## src/rtl/srcop_pkg.sv

```systemverilog
package srcop_pkg;

    localparam int FIELD_W = 5;

    // addressing mode codes
    localparam logic [2:0] AM_LITERAL  = 3'd0;
    localparam logic [2:0] AM_IMM_LONG = 3'd1;
    localparam logic [2:0] AM_REG_IND  = 3'd2;
    localparam logic [2:0] AM_SP_IND   = 3'd3;
    localparam logic [2:0] AM_ABSOLUTE = 3'd4;

    // instruction class codes
    localparam logic [2:0] CL_LOAD   = 3'd0;
    localparam logic [2:0] CL_STORE  = 3'd1;
    localparam logic [2:0] CL_INPUT  = 3'd2;
    localparam logic [2:0] CL_OUTPUT = 3'd3;
    localparam logic [2:0] CL_PUSH   = 3'd4;
    localparam logic [2:0] CL_POP    = 3'd5;

    localparam logic [FIELD_W-1:0] CODE_ALL_ONES = 5'b11111;
    localparam logic [FIELD_W-1:0] CODE_STACK    = 5'b10111;

    typedef enum logic [1:0] {
        ST_IDLE      = 2'd0,
        ST_FETCH_EXT = 2'd1,
        ST_MEM_READ  = 2'd2,
        ST_DONE      = 2'd3
    } seq_state_e;

endpackage

```

## src/rtl/srcop_field_map.sv

```systemverilog
module srcop_field_map
    import srcop_pkg::*;
#(
    parameter int DATA_W  = 16,
    parameter int RADDR_W = 6
) (
    input  logic [FIELD_W-1:0] field,
    input  logic [2:0]         mode,
    input  logic [2:0]         cls,
    output logic               legal,
    output logic               need_ext,
    output logic               need_mem,
    output logic               sel_sp,
    output logic [DATA_W-1:0]  lit_val,
    output logic [RADDR_W-1:0] rf_raddr
);
    localparam int REG_NUM_W = RADDR_W - 1;
    localparam int EXT_W     = DATA_W - FIELD_W;

    logic                 cls_io;
    logic                 cls_stack;
    logic                 code_rsvd;
    logic                 idx_bank;
    logic [REG_NUM_W-1:0] reg_num;

    // register map for indirect codes
    always_comb begin
        if (!field[4]) begin
            idx_bank = 1'b0;
            reg_num  = REG_NUM_W'(field);
        end else if (!field[0]) begin
            idx_bank = 1'b1;
            reg_num  = REG_NUM_W'(field[3:0]);
        end else begin
            idx_bank = field[2];
            reg_num  = REG_NUM_W'(5'd16 + {3'b000, field[3], field[1] & ~field[2]});
        end
    end

    assign rf_raddr = {idx_bank, reg_num};
    assign lit_val  = {{EXT_W{field[FIELD_W-1]}}, field};

    always_comb begin
        cls_io    = (cls == CL_LOAD) || (cls == CL_STORE) ||
                    (cls == CL_INPUT) || (cls == CL_OUTPUT);
        cls_stack = (cls == CL_PUSH) || (cls == CL_POP);
        code_rsvd = (field == CODE_ALL_ONES) || (field == CODE_STACK);
        legal     = 1'b0;
        need_ext  = 1'b0;
        need_mem  = 1'b0;
        sel_sp    = 1'b0;
        case (mode)
            AM_LITERAL: begin
                legal = 1'b1;
            end
            AM_IMM_LONG: begin
                legal    = (field == CODE_ALL_ONES);
                need_ext = 1'b1;
            end
            AM_REG_IND: begin
                legal    = cls_io && !code_rsvd;
                need_mem = 1'b1;
            end
            AM_SP_IND: begin
                legal    = cls_stack && (field == CODE_STACK);
                need_mem = 1'b1;
                sel_sp   = 1'b1;
            end
            AM_ABSOLUTE: begin
                legal    = cls_io;
                need_ext = 1'b1;
                need_mem = 1'b1;
            end
            default: begin
                legal = 1'b0;
            end
        endcase
    end

endmodule

```

## src/rtl/srcop_seq.sv

```systemverilog
module srcop_seq
    import srcop_pkg::*;
#(
    parameter int DATA_W = 16,
    parameter int MEM_W  = 32
) (
    input  logic              clk,
    input  logic              rst_n,
    input  logic              start,
    input  logic              legal,
    input  logic              need_ext,
    input  logic              need_mem,
    input  logic              sel_sp,
    input  logic [DATA_W-1:0] lit_val,
    input  logic [DATA_W-1:0] rf_rdata,
    input  logic [DATA_W-1:0] sp_value,
    input  logic              ext_valid,
    input  logic [DATA_W-1:0] ext_word,
    input  logic              mem_rd_ready,
    input  logic [MEM_W-1:0]  mem_rdata,
    output logic              ext_ready,
    output logic              mem_rd_valid,
    output logic [DATA_W-1:0] mem_addr,
    output logic [DATA_W-1:0] operand,
    output logic              illegal,
    output logic              done
);
    seq_state_e        state_q;
    seq_state_e        state_d;
    logic [DATA_W-1:0] addr_q;
    logic [DATA_W-1:0] operand_q;
    logic              illegal_q;
    logic              ext_is_addr_q;
    logic              launch;
    logic              ext_take;
    logic              mem_take;
    logic              unused_hi;

    assign unused_hi = ^mem_rdata[MEM_W-1:DATA_W];

    assign launch   = start && (state_q == ST_IDLE);
    assign ext_take = ext_valid && (state_q == ST_FETCH_EXT);
    assign mem_take = mem_rd_ready && (state_q == ST_MEM_READ);

    always_comb begin
        state_d = state_q;
        unique case (state_q)
            ST_IDLE: begin
                if (start) begin
                    if (!legal)        state_d = ST_DONE;
                    else if (need_ext) state_d = ST_FETCH_EXT;
                    else if (need_mem) state_d = ST_MEM_READ;
                    else               state_d = ST_DONE;
                end
            end
            ST_FETCH_EXT: begin
                if (ext_valid) state_d = ext_is_addr_q ? ST_MEM_READ : ST_DONE;
            end
            ST_MEM_READ: begin
                if (mem_rd_ready) state_d = ST_DONE;
            end
            ST_DONE: begin
                state_d = ST_IDLE;
            end
        endcase
    end

    // state register
    always_ff @(posedge clk or negedge rst_n) begin
        if (!rst_n) state_q <= ST_IDLE;
        else        state_q <= state_d;
    end

    // outputs decoded from the state
    always_comb begin
        ext_ready    = (state_q == ST_FETCH_EXT);
        mem_rd_valid = (state_q == ST_MEM_READ);
        done         = (state_q == ST_DONE);
    end

    // operand and address registers
    always_ff @(posedge clk or negedge rst_n) begin
        if (!rst_n) begin
            addr_q        <= '0;
            operand_q     <= '0;
            illegal_q     <= 1'b0;
            ext_is_addr_q <= 1'b0;
        end else if (launch) begin
            illegal_q     <= !legal;
            ext_is_addr_q <= need_mem;
            addr_q        <= sel_sp ? sp_value : rf_rdata;
            if (!legal || need_ext || need_mem) operand_q <= '0;
            else                                operand_q <= lit_val;
        end else if (ext_take) begin
            if (ext_is_addr_q) addr_q    <= ext_word;
            else               operand_q <= ext_word;
        end else if (mem_take) begin
            operand_q <= mem_rdata[DATA_W-1:0];
        end
    end

    assign mem_addr = addr_q;
    assign operand  = operand_q;
    assign illegal  = illegal_q;

    AST_DONE_PULSE: assert property (@(posedge clk) disable iff (!rst_n)
        done |=> !done);
    AST_MEM_HOLD: assert property (@(posedge clk) disable iff (!rst_n)
        (mem_rd_valid && !mem_rd_ready) |=> (mem_rd_valid && $stable(mem_addr)));
    AST_EXT_WAIT: assert property (@(posedge clk) disable iff (!rst_n)
        (ext_ready && !ext_valid) |=> ext_ready);
    AST_NO_MEM_ILLEGAL: assert property (@(posedge clk) disable iff (!rst_n)
        mem_rd_valid |-> !illegal);

endmodule

```

## src/rtl/srcop_decoder.sv

```systemverilog
module srcop_decoder
    import srcop_pkg::*;
#(
    parameter int DATA_W  = 16,
    parameter int MEM_W   = 32,
    parameter int RADDR_W = 6
) (
    input  logic               clk,
    input  logic               rst_n,
    input  logic               start,
    input  logic [2:0]         addr_mode,
    input  logic [2:0]         op_class,
    input  logic [DATA_W-1:0]  instr_word,
    input  logic               ext_valid,
    input  logic [DATA_W-1:0]  ext_word,
    output logic               ext_ready,
    output logic [RADDR_W-1:0] rf_raddr,
    input  logic [DATA_W-1:0]  rf_rdata,
    input  logic [DATA_W-1:0]  sp_value,
    output logic               mem_rd_valid,
    output logic [DATA_W-1:0]  mem_addr,
    input  logic               mem_rd_ready,
    input  logic [MEM_W-1:0]   mem_rdata,
    output logic [DATA_W-1:0]  operand,
    output logic               illegal,
    output logic               done
);
    logic              legal;
    logic              need_ext;
    logic              need_mem;
    logic              sel_sp;
    logic [DATA_W-1:0] lit_val;
    logic              unused_instr;

    assign unused_instr = ^instr_word[DATA_W-1:FIELD_W];

    srcop_field_map #(
        .DATA_W  (DATA_W),
        .RADDR_W (RADDR_W)
    ) map_i (
        .field    (instr_word[FIELD_W-1:0]),
        .mode     (addr_mode),
        .cls      (op_class),
        .legal    (legal),
        .need_ext (need_ext),
        .need_mem (need_mem),
        .sel_sp   (sel_sp),
        .lit_val  (lit_val),
        .rf_raddr (rf_raddr)
    );

    srcop_seq #(
        .DATA_W (DATA_W),
        .MEM_W  (MEM_W)
    ) seq_i (
        .clk          (clk),
        .rst_n        (rst_n),
        .start        (start),
        .legal        (legal),
        .need_ext     (need_ext),
        .need_mem     (need_mem),
        .sel_sp       (sel_sp),
        .lit_val      (lit_val),
        .rf_rdata     (rf_rdata),
        .sp_value     (sp_value),
        .ext_valid    (ext_valid),
        .ext_word     (ext_word),
        .mem_rd_ready (mem_rd_ready),
        .mem_rdata    (mem_rdata),
        .ext_ready    (ext_ready),
        .mem_rd_valid (mem_rd_valid),
        .mem_addr     (mem_addr),
        .operand      (operand),
        .illegal      (illegal),
        .done         (done)
    );

    AST_ILLEGAL_ZERO: assert property (@(posedge clk) disable iff (!rst_n)
        (done && illegal) |-> (operand == '0));
    AST_OPERAND_HOLD: assert property (@(posedge clk) disable iff (!rst_n)
        done |=> ($stable(operand) && $stable(illegal)));

endmodule

```

## config.mk

```make
export PLATFORM = sky130hd
export DESIGN_NAME = srcop_decoder
export DESIGN_NICKNAME = d
export VERILOG_FILES = /design/src/rtl/srcop_pkg.sv /design/src/rtl/srcop_field_map.sv /design/src/rtl/srcop_seq.sv /design/src/rtl/srcop_decoder.sv
export SDC_FILE = /design/constraint.sdc
export NUM_CORES = 1
export LEC_CHECK = 0
export ABC_AREA = 0
export ABC_CLOCK_PERIOD_IN_PS = 2000
export BUFFER_PORTS_ARGS = -buffer_cell sky130_fd_sc_hd__buf_2
export CORE_MARGIN = 4
export CORE_UTILIZATION = 30
export DETAILED_ROUTE_END_ITERATION = 8
export GPL_TIMING_DRIVEN = 0
export PLACE_DENSITY = 0.71
export SLEW_MARGIN = 20
export SYNTH_ARGS = -nofsm -noshare
export SYNTH_HDL_FRONTEND = slang
export SYNTH_SLANG_ARGS = --single-unit
export TNS_END_PERCENT = 1
```

## constraint.sdc

```tcl
create_clock -name clk -period 2 [get_ports clk]
set_clock_uncertainty 0.05 [all_clocks]
set_input_delay 0.1 -clock clk [delete_from_list [all_inputs] [get_ports clk]]
set_output_delay 0.1 -clock clk [all_outputs]
set_load 0.05 [all_outputs]
```

After elaboration in Yosys (flattened, before gate mapping)
Index checks and enable logic that the tools add are counted.
{"block": "totals", "regBits": 36, "in_bits": 107, "output_inout_bits": 42, "word_cells": 76}
{"block": "classes", "n_addsub": 1, "eq_ne": 18, "muxes": 25, "bitwise_logic": 2, "n_reduce_logical": 25}
{"cell": "2-to-1 mux 16 bit", "n": 9}
{"cell": "equality test 3 x 2 -> 1 bit (second input constant)", "n": 4}
{"cell": "equality test 5 bit (second input constant)", "n": 2}
{"cell": "2-to-1 mux 2 bit", "n": 5}
{"cell": "2-to-1 mux 5 bit", "n": 2}
{"cell": "equality test 3 bit (second input constant)", "n": 3}
{"cell": "case mux 2 bit (4 select lines)", "n": 1}
{"cell": "logical OR 1 bit", "n": 7}
{"cell": "2-to-1 mux 1 bit", "n": 7}
{"cell": "equality test 3 x 1 -> 1 bit (second input constant)", "n": 2}
{"cell": "logical NOT 3 bit", "n": 2}
{"cell": "adder 5 x 2 -> 5 bit (first input constant)", "n": 1}
{"cell": "logical AND 1 bit", "n": 5}
{"cell": "case mux 1 bit (5 select lines)", "n": 1}
{"cell": "equality test 2 bit (second input constant)", "n": 2}
{"cell": "!= test 2 bit (second input constant)", "n": 2}
{"cell": "AND reduction 2 bit", "n": 2}
{"cell": "nonzero test 2 bit", "n": 2}
{"cell": "!= test 3 bit (second input constant)", "n": 1}
{"cell": "AND reduction 3 bit", "n": 1}
{"cell": "nonzero test 3 bit", "n": 1}
{"cell": "OR reduction 3 bit", "n": 1}
{"cell": "equality test 2 x 1 -> 1 bit (second input constant)", "n": 1}
{"cell": "logical NOT 1 bit", "n": 2}
{"cell": "other kinds (5)", "n": 5}

Depth between registers and ports, before layout
Gate-level depths: netlist of the first run.
{"block": "logic_depth", "ltp_word": 11, "depth_mapped": 8, "mapped_depth_nobuf": 6}

Hierarchy
Synthesis of the first run repeated with hierarchy kept, for this count alone.
{"block": "hier_totals", "hier_cells": 251, "hier_area_um2": 2346.0}
{"mod": "srcop_seq", "instances": 1, "cells_per_inst": 211, "area_per_inst_um2": 2082.0, "seq_area_each_um2": 900.9}
{"mod": "srcop_field_map", "instances": 1, "cells_per_inst": 40, "area_per_inst_um2": 264.0, "seq_area_each_um2": 0.0}

Worst setup path before layout of the first run
OpenSTA, ideal clock, no wires.
{"block": "synth_path", "path_type": "reg-to-reg", "from": "reg seq_i.state_q[1]", "to": "reg seq_i.addr_q[10], in the netlist seq_i.mem_addr[10]", "setup_ns": 0.141, "arrival_time_ns": 1.987, "t_required_ns": 1.809, "setup_slack_ns": -0.178, "stages_incl_launch_ff": 9, "n_path_buf": 2, "synth_period_minus_slack_ns": 2.178, "path_cell_list": "dfrtp_1 -> inv_1 -> ha_1 -> and2_2 -> buf_4 -> nand2_1 -> buf_2 -> a211oi_1 -> a31oi_1"}
{"block": "synth_between", "elab_chain_cells": 4, "word_cells_on_any_way": 8, "classes_between": "1 x eq/ne; 1 x mux; 6 x reduce/logical"}
{"item": "from (decl)", "line": "srcop_seq.sv:28", "text": "seq_state_e state_q;"}
{"item": "from (signal assigned)", "line": "srcop_seq.sv:71", "text": "else state_q <= state_d;"}
{"item": "equality test 2 x 1 -> 1 bit"}
{"item": "net ext_ready", "line": "srcop_decoder.sv:16", "text": "output logic ext_ready,"}
{"item": "logical AND 1 bit", "line": "srcop_seq.sv:42", "text": "assign ext_take = ext_valid && (state_q == ST_FETCH_EXT);"}
{"item": "nonzero test 2 bit (no source line)"}
{"item": "AND reduction 2 bit (no source line)"}
{"item": "to (signal assigned)", "line": "srcop_seq.sv:91", "text": "addr_q <= sel_sp ? sp_value : rf_rdata;"}
{"item": "to (signal assigned)", "line": "srcop_seq.sv:95", "text": "if (ext_is_addr_q) addr_q <= ext_word;"}
{"item": "to (decl)", "line": "srcop_seq.sv:30", "text": "logic [DATA_W-1:0] addr_q;"}
The timed path passes the listed nets, and every way through them passes these cells.
A chain may end at the register's enable or synchronous reset.

Final worst setup path of the first run
{"block": "layout_path", "from": "reg seq_i.state_q[0]", "to": "reg seq_i.operand_q[4], in the netlist seq_i.operand[4]"}
{"block": "layout_between", "elab_chain_cells": 4, "word_cells_on_any_way": 11, "classes_between": "3 x eq/ne; 2 x mux; 6 x reduce/logical"}
{"item": "equality test 2 x 1 -> 1 bit (tied with other cells)", "line": "srcop_seq.sv:42"}
{"item": "logical AND 1 bit, on equally long branches", "line": "srcop_seq.sv:42, srcop_seq.sv:41, srcop_seq.sv:43"}
{"item": "!= test 3 bit (no source line) (tied with other cells)"}
{"item": "AND reduction 2 bit (no source line) / 2-to-1 mux 16 bit (equally long branches)"}
{"item": "to (signal assigned)", "line": "srcop_seq.sv:93", "text": "else operand_q <= lit_val;"}
{"item": "to (signal assigned)", "line": "srcop_seq.sv:96", "text": "else operand_q <= ext_word;"}
{"item": "to (signal assigned)", "line": "srcop_seq.sv:98", "text": "operand_q <= mem_rdata[DATA_W-1:0];"}
{"item": "to (decl)", "line": "srcop_seq.sv:31", "text": "logic [DATA_W-1:0] operand_q;"}
Parallel ways exist; a longest one is shown, timed or not.

==> flow_metrics.tcl, run 1 <==
set metrics [dict create \
    criticalPathCategory "flop to flop" \
    antenna_found_initial 0 \
    path_cells "ha_4 -> and3_1 -> buf_2 -> o21ai_4 -> a21bo_2 -> buf_6 -> o22a_1" \
    crit_buf_inv 2 \
    powerDensity_mw_per_mm2 1720 \
    clk_pin_slew_ps 70 \
    hold_start "sp_value[1]" \
    setup_viol 0 \
    synth_top_cell_by_area "dfrtp_1" \
    worstPathMaxFanout 10 \
    yosysTopAreaCellShare_pct 41.0 \
    initial_core_util_pct 31.7 \
    min_period_ps 1920 \
    grt_pass1_vias 2494 \
    cts_max_path_buffers 2 \
    crit_path_end_kind "flop" \
    clock_latency_ps 280 \
    clock_sinks 36 \
    rows 30 \
    cts_tree "done" \
    die_area_mm2 0.00877 \
    synth-async-reset-ratio_pct 100 \
    status "finished clean" \
    maxClockFrequency_mhz 521 \
    r2r-start "seq_i.state_q[0]" \
    dieHeight_um 93.6 \
    finalSetupTns_ps 0 \
    synth_common_cells "nand2_1 (64), dfrtp_1 (36), and2_1 (19)" \
    use_met2_pct 28.4 \
    io_buffer_count 120 \
    synth-main-ff-cell "dfrtp_1" \
    power_uw 5350 \
    irDropWorstVdd_mv 0.864 \
    vias 2383 \
    hold_viol 0 \
    yosysSeqAreaShare_pct 41.0 \
    yosysUniqueCellTypes 35 \
    cts_root_buf "clkbuf_8" \
    routedWlPerCell_um 15.9 \
    max_stage_delay_ps 450 \
    wl_um 7680 \
    die_w_um 93.6 \
    post-route-drc-count 0 \
    grt_pass1_wl_um 11900 \
    cp-startpoint "seq_i.state_q[0]" \
    core-area_mm2 0.00694 \
    grtUsageTotal_pct 17.0 \
    hpwl_um 6090 \
    slew_viol_final 0 \
    synthTopCellsByArea "dfrtp_1 (41%), nand2_1 (11%), a211oi_1 (5.8%), and2_1 (5.4%), a31oi_1 (4.8%)" \
    cap_violations 0 \
    ioPinCount 149 \
    layout.nets 496 \
    fin_crit_sh_pct 95.9 \
    htree_levels 2 \
    start_kind "flop" \
    syn-num-nets 367 \
    hold_path.class "primary input to flop" \
    required_ps 2120 \
    cp.arrival_ps 2040 \
    syn_area_per_cell_um2 8.63 \
    rsz0062_at_grt "no" \
    grt_max_degree 37 \
    syn2layout_area_growth_pct 41.6 \
    drt_iter0_drc 64 \
    ant_nets 0 \
    power.leakage_uw 0.00154 \
    max-slew-margin-rel_pct 45.2 \
    layout-drive-gt1-share_pct 42.3 \
    cp_slowest_cell "dfrtp_2" \
    viasPerCell 4.94 \
    netlist_instances 255 \
    use_met3_pct 3.94 \
    drtPass1Iterations 4 \
    overflow 0 \
    synth.most_common_cell "nand2_1" \
    synth-edff-count 0 \
    cts_made_buffers 5 \
    use_met1_pct 22.4 \
    ys_ff_latch 36 \
    worst_pin_slew_ps 821 \
    netlist_area_mm2 0.00220 \
    critical_path.top_delay_family "compound AO/OA/AOI/OAI gates" \
    synth_warnings 0 \
    gp_congestion 0.880 \
    grt.busiest_layer "met2" \
]
==> worst min-delay path, cell delays in order <==
cell and delay [ps]:
buf_2 90, nand2_1 40, a31oi_1 70
==> sequential cells by signal (all words and copies together), names as in the netlist <==
register / count
seq_i.ext_is_addr_q: 1
seq_i.state_q: 2
seq_i.illegal: 1
seq_i.operand: 16
seq_i.mem_addr: 16
==> what timing repair did <==
item | in CTS | in global routing
resized for setup | 5 | 11
hold buffers | 1 | 0
setup endpoints to repair | 24 | 31
pin swaps | 0 | 1
hold endpoints to repair | 36 | 0
cloned | 0 | 0
setup buffers | 0 | 2
==> through the flow <==
stage / hold slack [ps] / std cells / worst slack [ps] / instance area [um2] / util (%)
after detailed placement: 199 / 471 / -151 / 2920 / 42.1
after global routing: 22.0 / 481 / 1.19 / 3110 / 44.8
after CTS: 11.0 / 480 / 2.84 / 3070 / 44.2
after floorplan: -246 / 255 / -8.95 / 2200 / -
after global placement: 183 / 471 / -150 / 2920 / 42.1
final: 15.9 / 482 / 82.3 / 3110 / 44.8
==> layout make-up <==
class	instances	area (um2)
clock inverters	1	30.0
flip-flops and latches	36	902
repair buffers	123	626
well taps	96	120
inverters	9	33.8
plain buffers	17	105
multi-input cells	192	1200
clock buffers	7	96.3
fillers	713	3830
diodes	1	2.50
==> cell usage in the layout (no fill, tap or decap), types with 2 or more instances in the layout <==
cell type    n
buf_2      124
nand2_1     62
dfrtp_1     35
and2_1      18
a21oi_1     17
a31oi_1     17
a211oi_1    17
o22a_1      12
nor2_1       9
inv_1        8
clkbuf_8     7
mux2_2       6
a22oi_1      5
buf_4        5
clkbuf_2     5
ha_1         3
a21boi_0     2
buf_6        2
and2_2       2
clkbuf_1     2
o21ai_0      2
==> metal layers <==
metal	up-vias	routed length, um
met2	116	3510
met5	-	0
met1	1100	3450
met3	6	671
li1	1161	-
met4	0	55
==> cells by family after synthesis <==
logic type | after synthesis | share of synthesized area [%]
fa+ha+maj | 5 | 2.84
compound gates | 79 | 25.1
simple gates | 101 | 21.5
buf+inv | 27 | 6.09
flops | 36 | 41.0
mux | 7 | 3.53
==> final timing paths <==
path / to / depth (start not counted) / slack (ps)
max in group asynchronous: seq_i.state_q[0] / 2 / 940
setup reg to reg: seq_i.operand[4] / 7 / 80
hold reg to reg: seq_i.illegal / 2 / 440
min in group asynchronous: seq_i.operand[9] / 2 / 400
hold / removal: seq_i.mem_addr[1] / 3 / 20
setup / recovery: seq_i.operand[4] / 7 / 80
==> where the power goes <==
group	internal (uW)	leakage, uW	total [uW]	switching [uW]
registers	1110	0.000406	1330	215
clock network	440	0.0000645	705	265
logic	1000	0.00107	3320	2320
Note: power is estimated with default switching activity, not from simulation.
==> run 2, diff against run 1 <==
Settings changed: ABC_AREA 0 to 1, BUFFER_PORTS_ARGS -buffer_cell sky130_fd_sc_hd__buf_2 to -buffer_cell sky130_fd_sc_hd__clkbuf_2, PLACE_DENSITY 0.71 to 0.7.
==> run 2 against run 1 <==
Effect of this change:
- clock power down 8.2%
- setup slack improved by 27 ps
- sequential cell count unchanged
- largest cell class unchanged
- critical path type unchanged
- register-to-register slack better by 30 ps
- synthesized cell count rose by 34%
- non-clock buffer count is 1 lower
- cell count up 18%
==> flow_metrics.tcl, run 2 <==
set metrics [dict create \
    die_area_mm2 0.00913 \
    hold_viol 0 \
    grtUsageTotal_pct 16.5 \
    syn_area_per_cell_um2 6.75 \
    hold_path.class "primary input to flop" \
    core-area_mm2 0.00737 \
    clock_latency_ps 290 \
    yosysUniqueCellTypes 22 \
    crit_buf_inv 3 \
    setup_viol 0 \
    worst_slack_ps 109 \
    routedWlPerCell_um 13.4 \
    grt_max_degree 37 \
    grt_pass1_wl_um 11800 \
    cp_slowest_cell "dfrtp_1" \
    max-slew-margin-rel_pct 36.4 \
    ys_ff_latch 36 \
    worst_pin_slew_ps 955 \
    yosysTopAreaCellShare_pct 39.2 \
    min_period_ps 1890 \
    critical_path.top_delay_family "simple AND/OR/NAND/NOR gates" \
    final_common_cell "clkbuf_2" \
    gp_congestion 0.893 \
    hpwl_um 6290 \
    vias 2645 \
    fin_crit_sh_pct 94.5 \
    cp.arrival_ps 2030 \
    p_sw_share_pct 55.8 \
    synth-simple-area-share_pct 28.7 \
    layout-drive-gt1-share_pct 32.4 \
    start_kind "flop" \
    final_cell_mix "clkbuf_2 (121), nand2_1 (105), inv_1 (44), nor2_1 (40), dfrtp_1 (36)" \
    layout.nets 583 \
    synth-edff-count 0 \
    synthTopCellsByArea "dfrtp_1 (39%), nand2_1 (17%), inv_1 (7.3%), nor2_1 (6.5%), o21ai_0 (6.1%)" \
    num-fill-cells 841 \
    yosysSeqAreaShare_pct 39.2 \
    p_comb_share_pct 63.8 \
    cts_tree "done" \
    drt_iter0_drc 85 \
    seq_area_um2 901 \
    power.leakage_uw 0.00182 \
    ant_nets 0 \
    muxShareOfSynthArea_pct 0 \
    initial_core_util_pct 31.2 \
    finalNonFillerCells 571 \
    maxClockFrequency_mhz 529 \
    slew_viol_final 0 \
    rows 31 \
    path_cells "inv_2 -> ha_2 -> nand2_4 -> inv_1 -> nor2_1 -> nor2_2 -> buf_2 -> a31oi_1" \
    worstPathMaxFanout 10 \
    netlist_instances 341 \
    clockPowerShare_pct 11.9 \
    post-route-drc-count 0 \
    wl_um 7630 \
    criticalPathCategory "flop to flop" \
    viasPerCell 4.63 \
    p_sw_uw 3020 \
    power_uw 5420 \
    pre_cts_ws_ps 5.68 \
    multi_input_area_mm2 0.00114 \
    clock_sinks 36 \
    synth_common_cells "nand2_1 (105), inv_1 (45), nor2_1 (40)" \
    overflow 0 \
    io_buffer_count 120 \
    die_w_um 95.6 \
    cap_violations 0 \
    rsz0062_at_grt "yes" \
    netlist_area_mm2 0.00230 \
    crit_path_end_kind "flop" \
    status "finished clean" \
    grt_pass1_vias 2557 \
    required_ps 2140 \
    synthXorXnorAreaFrac_pct 0 \
    dp_cells 560 \
    dieHeight_um 95.6 \
    p_seq_share_pct 24.2 \
    cts_max_path_buffers 2 \
    irDropWorstVdd_mv 0.716 \
    synth_top_cell_by_area "dfrtp_1" \
    ioPinCount 149 \
    synth-main-ff-cell "dfrtp_1" \
    drtPass1Iterations 4 \
    cts_root_buf "clkbuf_8" \
    max_stage_delay_ps 430 \
    synth.most_common_cell "nand2_1" \
    synth-async-reset-ratio_pct 100 \
    synth_warnings 0 \
    antenna_found_initial 0 \
    syn-num-nets 453 \
    powerDensity_mw_per_mm2 1710 \
    synth_compound_area_share_pct 17.7 \
    synthAdderAreaFrac_pct 2.72 \
    p_int_uw 2400 \
    syn2layout_area_growth_pct 38.1 \
    diodes 0 \
    synth_top_family_by_area "simple AND/OR/NAND/NOR gates" \
    htree_levels 2 \
    clk_pin_slew_ps 70 \
    cts_made_buffers 5 \
]
==> run 2: cell count changes in the layout (fill, tap and decap cells not counted), sizes merged, moves of 20 or more <==
| cell | before | now |
|---|---|---|
| nand2 | 64 | 107 |
| clkbuf | 15 | 130 |
| inv | 9 | 46 |
| o21ai | 3 | 28 |
| buf | 131 | 13 |
| and2 | 20 | 0 |
| nor2 | 9 | 42 |
==> run 2: kinds of logic (layout without fill, tap and decap cells) <==
| group | after synthesis | after routing |
|---|---|---|
| buffers and inverters | 62 | 193 |
| AOI/OAI and AO/OA | 73 | 73 |
| DFF | 36 | 36 |
| adders and majority gates | 5 | 5 |
| and+or+nand+nor | 165 | 165 |
==> run 2: layout make-up <==
| cell class | instances | area share [%] |
|---|---|---|
| clock buffer | 5 | 2.17 |
| tap | 99 | 3.90 |
| timing repair buffer | 123 | 19.7 |
| inverter | 46 | 5.43 |
| clock inverter | 3 | 1.34 |
| buffer | 16 | 3.23 |
| sequential | 36 | 28.3 |
| multi-input combinational | 243 | 35.9 |
==> run 2: path summary, 6_finish.rpt <==
path | from | to | slack, ps | cells after the start
worst max-delay path | seq_i.state_q[0] | seq_i.mem_addr[11] | 110 | 8
worst min-delay path | ext_word[2] | seq_i.mem_addr[2] | 60 | 3
worst max register to register | seq_i.state_q[0] | seq_i.mem_addr[11] | 110 | 8
worst min register to register | seq_i.operand[0] | seq_i.operand[0] | 420 | 2
max in group asynchronous | rst_n | seq_i.operand[3] | 880 | 2
min in group asynchronous | rst_n | seq_i.state_q[0] | 440 | 2
==> run 2: layer usage <==
metal	GRT usage (%)	share of wire, %	routed length, um
met1	21.2	44	3360
met2	29.1	47	3600
met3	3.00	8.0	614
met4	2.84	0.68	52
met5	0	0	0
==> run 2: power by group through the flow <==
stage | registers [uW] | clock network [uW] | logic [uW]
after detailed placement | 1330 | 0 | 3440
after global placement | 1310 | 0 | 3370
after global routing | 1360 | 694 | 3770
after CTS | 1320 | 665 | 3460
final | 1310 | 647 | 3460
after floorplan | 2450 | 0 | 1450
==> run 2: worst min-delay path, cell delays in order <==
cell and delay (ps):
clkbuf_2 80, nand2_1 90, a31oi_1 80
==> run 2: repair_timing <==
action,in CTS,in global routing
endpoints found under the setup margin,1,31
gates resized for setup,1,7
endpoints found under the hold margin,36,0
hold buffers,1,0
pin swaps,0,1
buffers inserted,0,2
==> run 2: per-stage QoR <==
stage	util, %	setup TNS, ps	instance area (um2)	hold WS (ps)
6_report	43.1	0	3180	55.9
5_1_grt	43.1	-15.2	3180	61.7
4_1_cts	42.8	0	3150	52.1
3_5_place_dp	41.1	0	3030	250
3_3_place_gp	41.1	0	3030	230
2_1_floorplan	-	0	2300	-246
==> run 3, diff against run 2 <==
Settings changed: CTS_BUF_LIST set to sky130_fd_sc_hd__clkbuf_4.
==> run 3 against run 2 <==
Effect of this change:
- setup slack better by 26 ps
- maximum frequency is 1.4% higher
- highest routed layer unchanged
- sequential power hardly changed
- critical path depth stayed put
- first-iteration DRC count is 18% higher
- critical path type unchanged
==> flow_metrics.tcl, run 3 (same netlist as run 2, synthesis figures left out) <==
set metrics [dict create \
    status "finished clean" \
    hpwl_um 6290 \
    cap_violations 0 \
    cts_tree "done" \
    crit_buf_inv 3 \
    grt_max_degree 37 \
    power_uw 5340 \
    path_cells "inv_1 -> ha_2 -> nand2_4 -> nand2_4 -> inv_1 -> clkbuf_2 -> nor3_1 -> a21oi_1" \
    grt_pass1_vias 2591 \
    hold_viol 0 \
    die_w_um 95.6 \
    antenna_found_initial 0 \
    powerDensity_mw_per_mm2 1650 \
    dieHeight_um 95.6 \
    slew_viol_final 0 \
    setup_viol 0 \
    use_met1_pct 21.2 \
    cts_max_path_buffers 2 \
    min_period_ps 1860 \
    core-area_mm2 0.00737 \
    rsz0062_at_grt "yes" \
    hold_path.class "primary input to flop" \
    max-slew-margin-rel_pct 36.9 \
    gp_congestion 0.893 \
    fin_crit_sh_pct 93.2 \
    vias 2687 \
    maxClockFrequency_mhz 536 \
    die_area_mm2 0.00913 \
    post-route-drc-count 0 \
    cts_root_buf "clkbuf_4" \
    crit_path_end_kind "flop" \
    drtPass1Iterations 4 \
    htree_levels 2 \
    power.leakage_uw 0.00184 \
    grt.busiest_layer "met2" \
    cp_slowest_cell "dfrtp_1" \
    viasPerCell 4.66 \
    wl_um 7610 \
    io_buffer_count 120 \
    syn2layout_area_growth_pct 40.6 \
    criticalPathCategory "flop to flop" \
    initial_core_util_pct 31.2 \
    critical_path.top_delay_family "simple AND/OR/NAND/NOR gates" \
    final_cell_mix "clkbuf_2 (121), nand2_1 (105), inv_1 (44), nor2_1 (38), dfrtp_1 (36)" \
    irDropWorstVdd_mv 0.678 \
    max_stage_delay_ps 440 \
    final_common_cell "clkbuf_2" \
    required_ps 2180 \
    clock_sinks 36 \
    use_met3_pct 3.24 \
    worst_slack_ps 135 \
    worstPathMaxFanout 10 \
    ioPinCount 149 \
    routedWlPerCell_um 13.2 \
    ant_nets 0 \
    clk_pin_slew_ps 120 \
    grt_pass1_wl_um 11800 \
    pre_cts_ws_ps 5.68 \
    layout-drive-gt1-share_pct 33.1 \
    cts_made_buffers 5 \
    use_met2_pct 28.9 \
    grtUsageTotal_pct 16.6 \
    overflow 0 \
    worst_pin_slew_ps 947 \
    clock_latency_ps 340 \
    start_kind "flop" \
    layout.nets 589 \
    diodes 0 \
    drt_iter0_drc 100 \
    cp.arrival_ps 2050 \
    rows 31 \
]
[run 3: cell types whose count changed in the layout (fill, tap and decap cells not counted), moves of 2 or more]
cell / delta
nor3_2: +2
nor2_2: +2
nor2_1: -2
clkbuf_8: -5
clkbuf_4: +6
dlygate4sd3_1: +6
nor3_1: -2
[run 3: final timing paths]
check / slack [ps] / startpoint / cells past startpoint / end
setup / recovery: 140 / seq_i.state_q[0] / 8 / seq_i.mem_addr[5]
setup reg to reg: 140 / seq_i.state_q[0] / 8 / seq_i.mem_addr[5]
hold / removal: 10 / ext_word[15] / 3 / seq_i.mem_addr[15]
max in group asynchronous: 950 / rst_n / 2 / seq_i.operand[3]
hold reg to reg: 430 / seq_i.operand[0] / 2 / seq_i.operand[0]
min in group asynchronous: 370 / rst_n / 2 / seq_i.state_q[0]
[run 3: area by class of cell]
cell class	count	area, um2
plain buffers	16	109
fillers	837	4140
inverters	46	173
clock inverters	3	42.5
flip-flops and latches	36	901
well taps	99	124
clock buffers	5	37.5
repair buffers	129	686
multi-input cells	243	1160
[run 3: metrics by stage]
step	util [%]	hold WS, ps	cells	instance area (um2)	TNS, ps
after floorplan	-	-246	341	2300	0
after global placement	41.1	230	560	3030	0
after detailed placement	41.1	250	560	3030	0
after CTS	43.2	6.22	575	3180	0
after global routing	43.9	18.8	577	3230	-39.7
final	43.9	14.1	577	3230	0
[run 3: what timing repair did]
item,in CTS,in global routing
gates resized for setup,1,14
endpoints found under the setup margin,1,31
endpoints found under the hold margin,42,0
pin swaps,0,1
hold buffers,7,0
setup buffers,0,2
[run 3: report_power, final]
part / internal [uW] / switching, uW / total (uW)
clock: 261 / 267 / 528
sequential: 1100 / 211 / 1310
combinational: 956 / 2550 / 3500
[run 3: metal layers]
layer  wire length (um)  up-vias
met5                  0        -
met3                636        9
met2               3590      121
met4                 50        0
li1                   -     1355
met1               3340     1202
[run 3: tightest hold or removal path, stage by stage]
cell	delay, ps
clkbuf_2	90
nand2_1	100
a31oi_1	90
